[src/rtl/xrp_pkg.sv]
package xrp_pkg;
  localparam logic [7:0] KEY_ACT_HIGH  = 8'hA5;
  localparam logic [7:0] KEY_ACT_LOW   = 8'h5A;
  localparam logic [7:0] KEY_PUSH_PULL = 8'hA8;
  localparam logic [7:0] KEY_OPEN_DRN  = 8'h8A;

  typedef struct packed {
    logic act_high;
    logic push_pull;
  } xrp_mode_t;

  function automatic int width_bits(input bit extended);
    return extended ? 20 : 8;
  endfunction
endpackage

[src/rtl/xrp_cfg_reg.sv]
module xrp_cfg_reg
  import xrp_pkg::*;
#(
  parameter bit EXTENDED = 1'b1,
  parameter int WID_W    = 20
) (
  input  logic             clk,
  input  logic             rst,
  input  logic             wr_hit,
  input  logic [31:0]      wdata,
  output xrp_mode_t        mode_o,
  output logic [WID_W-1:0] width_o
);
  logic [WID_W-1:0] width_q;
  logic [7:0]       key;

  assign key = wdata[31:24];

  always_ff @(posedge clk) begin
    if (rst)         width_q <= WID_W'(8'hFF);
    else if (wr_hit) width_q <= wdata[WID_W-1:0];
  end
  assign width_o = width_q;

  generate
    if (EXTENDED) begin : g_keyed
      xrp_mode_t mode_q;
      always_ff @(posedge clk) begin
        if (rst) begin
          mode_q <= '0;
        end else if (wr_hit) begin
          case (key)
            KEY_ACT_HIGH:  mode_q.act_high  <= 1'b1;
            KEY_ACT_LOW:   mode_q.act_high  <= 1'b0;
            KEY_PUSH_PULL: mode_q.push_pull <= 1'b1;
            KEY_OPEN_DRN:  mode_q.push_pull <= 1'b0;
            default: ;
          endcase
        end
      end
      assign mode_o = mode_q;

      AST_KEY_HIGH: assert property (@(posedge clk) disable iff (rst)
        (wr_hit && key == KEY_ACT_HIGH) |=> mode_o.act_high);
      AST_KEY_PUSH: assert property (@(posedge clk) disable iff (rst)
        (wr_hit && key == KEY_PUSH_PULL) |=> mode_o.push_pull);
      AST_MODE_HOLD: assert property (@(posedge clk) disable iff (rst)
        (wr_hit && key != KEY_ACT_HIGH && key != KEY_ACT_LOW &&
         key != KEY_PUSH_PULL && key != KEY_OPEN_DRN) |=> $stable(mode_o));
    end else begin : g_fixed
      assign mode_o = '0;
    end
  endgenerate

  AST_WIDTH_LOAD: assert property (@(posedge clk) disable iff (rst)
    wr_hit |=> width_o == $past(wdata[WID_W-1:0]));
endmodule

[src/rtl/xrp_pulse_timer.sv]
module xrp_pulse_timer #(
  parameter int WID_W = 20
) (
  input  logic             clk,
  input  logic             rst,
  input  logic             tick,
  input  logic             start,
  input  logic [WID_W-1:0] width,
  output logic             active_o
);
  logic             active_q;
  logic [WID_W-1:0] left_q;

  always_ff @(posedge clk) begin
    if (rst) begin
      active_q <= 1'b0;
      left_q   <= '0;
    end else if (start) begin
      active_q <= 1'b1;
      left_q   <= width;
    end else if (active_q && tick) begin
      if (left_q == '0) active_q <= 1'b0;
      else              left_q   <= left_q - 1'b1;
    end
  end
  assign active_o = active_q;

  AST_NO_SPONTANEOUS: assert property (@(posedge clk) disable iff (rst)
    (!active_q && !start) |=> !active_q);
  AST_RELOAD: assert property (@(posedge clk) disable iff (rst)
    start |=> (active_q && left_q == $past(width)));
endmodule

[src/rtl/xrp_pin_drive.sv]
module xrp_pin_drive
  import xrp_pkg::*;
(
  input  logic      clk,
  input  logic      rst,
  input  logic      active,
  input  xrp_mode_t mode,
  output logic      pin_o,
  output logic      oe_o
);
  logic level;

  assign level = active ? mode.act_high : ~mode.act_high;

  always_ff @(posedge clk) begin
    if (rst) begin
      pin_o <= 1'b1;
      oe_o  <= 1'b0;
    end else begin
      pin_o <= level;
      oe_o  <= mode.push_pull | ~level;
    end
  end

  AST_OD_RELEASE: assert property (@(posedge clk) disable iff (rst)
    (pin_o && !$past(mode.push_pull)) |-> !oe_o);
  AST_ASSERT_LEVEL: assert property (@(posedge clk) disable iff (rst)
    $past(active) |-> pin_o == $past(mode.act_high));
endmodule

[src/rtl/xrp_pulse_gen.sv]
module xrp_pulse_gen
  import xrp_pkg::*;
#(
  parameter bit              EXTENDED = 1'b1,
  parameter int              ADDR_W   = 8,
  parameter logic [ADDR_W-1:0] REG_OFF = ADDR_W'(8'h18)
) (
  input  logic              clk,
  input  logic              rst,
  input  logic              wr_en,
  input  logic              rd_en,
  input  logic [ADDR_W-1:0] addr,
  input  logic [31:0]       wdata,
  output logic [31:0]       rdata,
  input  logic              tick_1us,
  input  logic              timeout,
  input  logic              ext_rst_en,
  output logic              pin_out,
  output logic              pin_oe
);
  localparam int WID_W = width_bits(EXTENDED);
  localparam int PAD_W = 30 - WID_W;

  logic             hit;
  xrp_mode_t        mode;
  logic [WID_W-1:0] width;
  logic             active;
  logic [31:0]      reg_view;

  assign hit      = (addr == REG_OFF);
  assign reg_view = {mode.act_high, mode.push_pull, {PAD_W{1'b0}}, width};

  xrp_cfg_reg #(.EXTENDED(EXTENDED), .WID_W(WID_W)) u_cfg (
    .clk(clk), .rst(rst), .wr_hit(wr_en && hit), .wdata(wdata),
    .mode_o(mode), .width_o(width)
  );

  xrp_pulse_timer #(.WID_W(WID_W)) u_timer (
    .clk(clk), .rst(rst), .tick(tick_1us), .start(timeout && ext_rst_en),
    .width(width), .active_o(active)
  );

  xrp_pin_drive u_pin (
    .clk(clk), .rst(rst), .active(active), .mode(mode),
    .pin_o(pin_out), .oe_o(pin_oe)
  );

  always_ff @(posedge clk) begin
    if (rst)                rdata <= '0;
    else if (rd_en && hit)  rdata <= reg_view;
    else                    rdata <= '0;
  end

  AST_MISS_NO_WRITE: assert property (@(posedge clk) disable iff (rst)
    (!(wr_en && hit)) |=> $stable(reg_view));
endmodule

[config.mk]
export PLATFORM = sky130hd
export DESIGN_NAME = xrp_pulse_gen
export DESIGN_NICKNAME = d
export VERILOG_FILES = /design/src/rtl/xrp_pkg.sv /design/src/rtl/xrp_cfg_reg.sv /design/src/rtl/xrp_pulse_timer.sv /design/src/rtl/xrp_pin_drive.sv /design/src/rtl/xrp_pulse_gen.sv
export SDC_FILE = /design/constraint.sdc
export NUM_CORES = 1
export LEC_CHECK = 0
export ABC_AREA = 0
export BUFFER_PORTS_ARGS = -buffer_cell sky130_fd_sc_hd__clkbuf_2
export CAP_MARGIN = 20
export CORE_MARGIN = 4
export CORE_UTILIZATION = 52
export DETAILED_ROUTE_END_ITERATION = 10
export PLACE_DENSITY_LB_ADDON = 0.05
export SYNTH_ARGS = -nofsm -noshare
export SYNTH_HDL_FRONTEND = slang
export SYNTH_SLANG_ARGS = --single-unit
[constraint.sdc]
create_clock -name clk -period 2.3 [get_ports clk]
set_input_delay 0.46 -clock clk [delete_from_list [all_inputs] [get_ports clk]]
set_output_delay 0.46 -clock clk [all_outputs]
set_load 0.05 [all_outputs]
==> results by group, run 1 <==
Detailed routing
  • Initial DRC count: 174
  • DRC viols: 0
  • Per-cell routed wire length: 13.6 µm
  • Routed WL: 6320 µm
  • Pre-antenna DRT Iters: 4
  • Vias: 2394
  • Antenna viol nets, final: 0
  • Drt via density: 5.14

Synth
  • Fraction of registers with async set/reset: 0%
  • EDFF count, synth: 0
  • Register area share after synthesis: 46.0%
  • Adder-cell share of the synthesized area: 0.859%
  • Largest family of logic cells by synthesized area: simple AND/OR/NAND/NOR gates
  • Leading post-synthesis cells by instance count: dfxtp_1 (67), nand2_1 (45), nor2_1 (28), and2_1 (22)
  • Top-count cell post-synth: dfxtp_1
  • Post-Synth Simple-Gate Area: 31.7%
  • Syn_area_per_cell: 9.10 µm²
  • Synthesized area: 0.00291 mm²
  • Area leader, netlist: dfxtp_1
  • Mux contribution to synthesized area: 0.730%
  • Synthesized flop and latch total: 67
  • Mapped Cells: 320
  • Synth area leaders: dfxtp_1 (46%), nand2_1 (5.8%), and2_1 (4.7%)
  • Synth warn: 0
  • Synth cell types: 48
  • Compound-Gate Fraction of Synth Area: 10.2%
  • Post-Synth XOR/XNOR Area: 4.51%
  • Top_reg_cell synth: dfxtp_1
  • Post-synth top area share: 46.0%

Pwr
  • PwrDens: 692 mW/mm²
  • Switching Share: 26.1%
  • Combinational share of power: 12.5%
  • Sequential Power Share: 51.4%
  • Internal power: 1.76 mW
  • Max IR drop VDD: 0.378 mV
  • Psw: 624 µW
  • Clk pwr share: 36.1%
  • Leak pwr: 1.49 nW

Setup path
  • R2R Path End: u_timer.left_q[1]$_SDFFE_PP0P_
  • Critical path capture point type: flop
  • Max FO, Critical Path: 8
  • CP Launch Type: flop
  • Critical Path RT: 2570 ps
  • Setup CP Type: flop to flop
  • Worst r2r src: u_timer.left_q[0]$_SDFFE_PP0P_
  • Flop2flop setup slack: 350 ps
  • Worst Reg-to-Reg Cells: 7
  • Crit path DAT: 2220 ps

Timing
  • Min Tclk post-route: 1950 ps
  • Tcrit/Tclk final: 84.8%
  • Setup violators final: 0
  • Final setup TNS: 0 ps
  • F_max: 513 MHz
  • Final Hold Viols: 0
  • Slew Limit Fails: 0
  • RSZ-0062 raised after global routing: no
  • Worst clock skew: 6.86 ps

Floorplanning
  • Die Span X: 82.8 µm
  • Core area: 0.00527 mm²
  • Row cnt: 26
  • Ports: 81
  • Starting density of the core: 55.3%
  • Die area: 0.00686 mm²
  • Die height: 82.8 µm

Global route
  • GRT Total Usage: 18.9%
  • Initial antenna violation count: 0
  • First-pass GRT wire length: 10800 µm
  • Pin count of the biggest net entering global routing: 30
  • Vias in the first global route: 2357
  • GRT overflow: 0

CTS
  • Clk_lat worst skew: 330 ps
  • Clock Sinks: 67
  • H-tree depth: 3
  • CTS tree: yes
  • CTS root buffer: clkbuf_8
  • CTS buffer count: 9
  • Clock tree buffer depth: 2
  • Setup repair bufs after CTS: 0
  • Clk slew on worst S/H paths: 70 ps

Placed design
  • Placer Congestion: 0.913
  • I/O Buffers: 66
  • Final HPWL DP: 4460 µm

Layout
  • Nets: 440
  • Layout cells sized above 1: 24.2%
  • Fillers: 479
  • Diode count: 0
  • Fin util: 65.5%
  • Synth-to-layout area growth: 18.5%

Hold path
  • Hold Path Stages: 3
  • Hold Crit Endpoint: u_cfg.width_o[4]$_SDFFE_PP1P_
  • Worst min-delay path class: primary input to flop
  • Hold Path Origin: wdata[4]

Status
  • Status: finished clean

Run
  • Max Cap Viol: 0
## power groups by stage
stage          Sequential (mW)  Clock, mW  Combinational (mW)
3_5_place_dp              1.25          0               0.293
6_report                  1.23      0.862               0.299
3_3_place_gp              1.25          0               0.287
4_1_cts                   1.23      0.886               0.294
5_1_grt                   1.23      0.936               0.328
2_1_floorplan             1.25          0               0.220
## kinds of logic (layout without fill, tap and decap cells)
kind of cell / Yosys count / count (layout)
multiplexers: 2 / 2
adder cells (fa/ha/maj): 2 / 2
AND/OR/NAND/NOR: 161 / 161
buffers and inverters: 26 / 93
AO/OA/AOI/OAI: 46 / 46
other: 1 / 10
XOR/XNOR: 15 / 15
flip-flops: 67 / 67
## state kept, by name, summed over array words and instances, names as in the netlist
signal / count
u_pin.pin_o: 1
rdata: 22
u_cfg.mode_o: 2
u_timer.left_q: 20
u_timer.active_o: 1
u_cfg.width_o: 20
u_pin.oe_o: 1
## critical path: stages, from the launching register on
cell and delay, ps:
dfxtp_1 340, inv_1 80, ha_1 160, nor4b_4 390, and4b_1 390, a21oi_2 110
mux2_1 330, o21ai_1 100
## cell type report
type | instances | area (µm²) | area share, %
multi-input cells | 236 | 1440 | 41.8
flip-flops and latches | 67 | 1340 | 38.9
repair buffers | 75 | 398 | 11.5
clock buffers | 15 | 166 | 4.82
well taps | 70 | 87.6 | 2.54
clock inverters | 1 | 7.51 | 0.217
inverters | 2 | 7.51 | 0.217
## how the worst max path moves through the flow
stage	from	to	slack [ps]	cells after the start
3_3_place_gp	u_timer.left_q[0]$_SDFFE_PP0P_	u_timer.left_q[1]$_SDFFE_PP0P_	270	7
6_report	u_timer.left_q[0]$_SDFFE_PP0P_	u_timer.left_q[1]$_SDFFE_PP0P_	350	7
5_1_grt	u_timer.left_q[0]$_SDFFE_PP0P_	u_timer.left_q[11]$_SDFFE_PP0P_	150	7
3_5_place_dp	u_timer.left_q[0]$_SDFFE_PP0P_	u_timer.left_q[8]$_SDFFE_PP0P_	210	7
4_1_cts	u_timer.left_q[0]$_SDFFE_PP0P_	u_timer.left_q[8]$_SDFFE_PP0P_	190	7
2_1_floorplan	u_timer.left_q[0]$_SDFFE_PP0P_	u_timer.left_q[1]$_SDFFE_PP0P_	510	7
## metal layers
metal / up-vias / GRT usage [%] / wire, µm
li1: 1238 / - / -
met1: 1093 / 23.6 / 2930
met2: 57 / 31.6 / 3030
met3: 6 / 3.66 / 299
met4: 0 / 8.47 / 68
met5: - / 0 / 0
## cell usage in the layout (no fill, tap or decap), types with 8 or more instances in the layout
| master | n |
|---|---|
| xnor2_1 | 8 |
| nand2_1 | 45 |
| nand3b_1 | 10 |
| clkbuf_2 | 66 |
| clkbuf_8 | 11 |
| dfxtp_1 | 67 |
| a211oi_1 | 17 |
| nor3_1 | 8 |
| a21oi_1 | 17 |
| and2_1 | 22 |
| nor2_1 | 28 |
| buf_4 | 9 |
| conb_1 | 10 |
## repair_timing
action / CTS / global route
hold buffers: 0 / 0
setup endpoints to repair: 0 / 4
hold endpoints to repair: 0 / 0
gates resized for setup: 0 / 1
## per-stage QoR
step	cells	setup slack (ps)	area [µm²]	hold slack [ps]	power [mW]
2_1_floorplan	329	511	2950	443	1.47
3_3_place_gp	450	274	3270	456	1.54
3_5_place_dp	450	212	3270	462	1.54
4_1_cts	466	188	3440	320	2.41
5_1_grt	466	148	3450	340	2.50
6_report	466	349	3450	335	2.39
No activity file was read; power rests on OpenSTA's default activity.
==> inputs of run 2 (changes only) <==
--- a/config.mk
+++ b/config.mk
@@ -9,7 +9,7 @@
 export BUFFER_PORTS_ARGS = -buffer_cell sky130_fd_sc_hd__clkbuf_2
 export CAP_MARGIN = 20
 export CORE_MARGIN = 4
-export CORE_UTILIZATION = 52
+export CORE_UTILIZATION = 47
 export DETAILED_ROUTE_END_ITERATION = 10
 export PLACE_DENSITY_LB_ADDON = 0.05
 export SYNTH_ARGS = -nofsm -noshare
==> constraint.sdc (replaced) <==
create_clock -name clk -period 1.7 [get_ports clk]
set_input_delay 0.34 -clock clk [delete_from_list [all_inputs] [get_ports clk]]
set_output_delay 0.34 -clock clk [all_outputs]
set_load 0.05 [all_outputs]
==> run 2 against run 1 <==
  * The flow now finishes with violations (setup timing)
  * Via count up 10%
  * Design area up 22%
  * Die area up 9.6%
  * Critical path depth down 1
  * Clock skew up 0.87 ps
  * Register-to-register slack worse by 490 ps
  * Critical endpoint is now u_timer.left_q[18]$_SDFFE_PP0P_
==> results by group, run 2 (synthesized netlist as in run 1, its figures left out) <==
CTS
  • Clk_lat worst skew: 360 ps (+30 ps)
  • CTS buffer count: 9 (unchanged)
  • CTS tree: yes
  • Clk slew on worst S/H paths: 80 ps (about the same)
  • CTS hold repair buffers: 0 (unchanged)
  • H-tree depth: 3 (unchanged)
  • Clock tree buffer depth: 2 (unchanged)
  • CTS root buffer: clkbuf_8
  • Clock Sinks: 67 (unchanged)

Detailed routing
  • Post-Route M1 WL: 3180 µm (+8.7%)
  • Routed WL: 7340 µm (+16%)
  • DRC viols: 0 (unchanged)
  • Drt via density: 5.07 (-1.3%)
  • Vias: 2643 (+10%)
  • Met3 WL: 266 µm (-11%)
  • Initial DRC count: 86 (-51%)
  • Antenna viol nets, final: 0 (unchanged)
  • Top layer in use: met4
  • Per-cell routed wire length: 14.1 µm (+3.8%)
  • Routed met2 length: 3720 µm (+23%)
  • Pre-antenna DRT Iters: 4 (unchanged)

Placed design
  • Final HPWL DP: 4900 µm (+10%)
  • Placer Congestion: 0.837 (-8.3%)
  • Post-DP Area: 0.00359 mm² (+9.8%)
  • Post-place setup slack: -149 ps (-361 ps)
  • I/O Buffers: 66 (unchanged)

Pwr
  • Leak pwr: 1.83 nW (+23%)
  • PwrDens: 945 mW/mm² (+37%)
  • Max IR drop VDD: 0.863 mV (+130%)

Timing
  • Setup violators final: 15 (+15)
  • Worst clock skew: 7.73 ps (+0.871 ps)
  • Slew Limit Fails: 0 (unchanged)
  • Tcrit/Tclk final: 108% (+23 points)
  • RSZ-0062 raised after global routing: yes
  • Final Hold Viols: 0 (unchanged)
  • Worst setup margin: -137 ps (-487 ps)
  • F_max: 544 MHz (+6.2%)
  • Min Tclk post-route: 1840 ps (-113 ps)

Layout
  • Commonest non-fill, non-tap cell in the layout: clkbuf_2
  • Synth-to-layout area growth: 45.0%
  • Max FFs per register: 22 (unchanged)
  • Nets: 490 (+11%)
  • Fin util: 70.9% (+5.4 points)
  • Layout cells sized above 1: 43.5% (+19 points)
  • Post-route cell area: 0.00422 mm² (+22%)
  • Register Area: 0.00135 mm² (+0.93%)
  • Fillers: 489 (+2.1%)
  • Top reg by flops: rdata
  • Multi-input gate area: 0.00168 mm² (+16%)
  • Diode count: 0 (unchanged)
  • Most frequent cells in the layout: clkbuf_2 (66), dfxtp_1 (57), buf_4 (46)

Floorplanning
  • Die area: 0.00752 mm² (+9.6%)
  • Row cnt: 28 (+7.7%)
  • Die height: 86.7 µm (+4.7%)
  • Ports: 81 (unchanged)
  • Starting density of the core: 48.9% (-6.4 points)
  • Die Span X: 86.7 µm (+4.7%)
  • Core area: 0.00596 mm² (+13%)

Global route
  • Vias in the first global route: 2506 (+6.3%)
  • Initial antenna violation count: 0 (unchanged)
  • GRT Total Usage: 19.3% (+0.37 points)
  • GRT overflow: 0 (unchanged)
  • First-pass GRT wire length: 11400 µm (+5.6%)
  • Pin count of the biggest net entering global routing: 47 (+57%)

Setup path
  • Worst setup path start: u_timer.left_q[10]$_SDFFE_PP0P_
  • Critical path capture point type: flop
  • Worst r2r src: u_timer.left_q[10]$_SDFFE_PP0P_
  • Max FO, Critical Path: 4 (-4)
  • Crit path DAT: 2110 ps (-110 ps)
  • Worst Reg-to-Reg Cells: 6 (-1)
  • CP Launch Type: flop
  • Setup CP Type: flop to flop
  • Critical Path RT: 1980 ps (-590 ps)

Status
  • Status: finished with violations
  • Failing checks: setup timing

Run
  • Max Cap Viol: 0 (unchanged)

Hold path
  • Hold Path Origin: wdata[3]
  • Hold Path Stages: 3 (unchanged)
  • Worst min-delay path class: primary input to flop
==> run 2: cell count changes in the layout (fill, tap and decap cells not counted), moves of 5 or more <==
cell      previous run  this run
dfxtp_1             67        57
dfxtp_2              0        10
a211oi_1            17        12
a211oi_2             0         5
buf_6                0        11
buf_4                9        46
==> run 2: final timing paths <==
kind / end / slack, ps
worst max register to register: u_timer.left_q[18]$_SDFFE_PP0P_ / -140
worst min register to register: u_cfg.width_o[17]$_SDFFE_PP0P_ / 470
worst max-delay path: u_timer.left_q[18]$_SDFFE_PP0P_ / -140
worst min-delay path: u_cfg.width_o[3]$_SDFFE_PP1P_ / 190
==> run 2: power by group <==
part	leakage, nW	switching [mW]	internal [mW]
registers	0.548	0.0411	1.61
logic	1.16	0.356	0.341
clock network	0.120	0.657	0.986
total	1.83	1.05	2.94
==> run 2: area by class of cell <==
| class | count | area share [%] |
|---|---|---|
| Sequential cell | 67 | 32.0 |
| Tap cell | 75 | 2.22 |
| Multi-Input combinational cell | 236 | 39.8 |
| Inverter | 2 | 0.178 |
| Clock buffer | 9 | 2.93 |
| Clock inverter | 7 | 2.93 |
| Timing Repair Buffer | 125 | 19.9 |
==> run 2: timing repair <==
action,4_1_cts,5_1_grt
cloned,0,0
buffers inserted,6,7
endpoints found under the setup margin,18,19
endpoints found under the hold margin,0,0
pin swaps,22,30
gates resized for setup,30,36
==> run 2: per-layer routing <==
| metal | GRT usage (%) | vias to the layer above |
|---|---|---|
| met1 | 23.4 | 1230 |
| met5 | 0 | - |
| met3 | 4.66 | 17 |
| li1 | - | 1343 |
| met2 | 32.5 | 53 |
| met4 | 8.22 | 0 |
==> run 2: per-stage QoR <==
step / TNS (ps) / hold slack (ps) / power, mW / std cells
after detailed placement: -1450 / 463 / 2.19 / 492
after floorplan: -18.1 / 443 / 2.00 / 329
after global routing: -2490 / 185 / 4.15 / 521
after global placement: -1070 / 454 / 2.19 / 492
after CTS: -465 / 180 / 3.90 / 514
final: -955 / 188 / 3.99 / 521
==> run 2: critical path, cell delays in order (launching register included) <==
cell	delay [ps]
dfxtp_2	340
or3_4	420
buf_6	130
nor4_4	320
nand4_1	180
xor2_1	170
a211oi_1	210
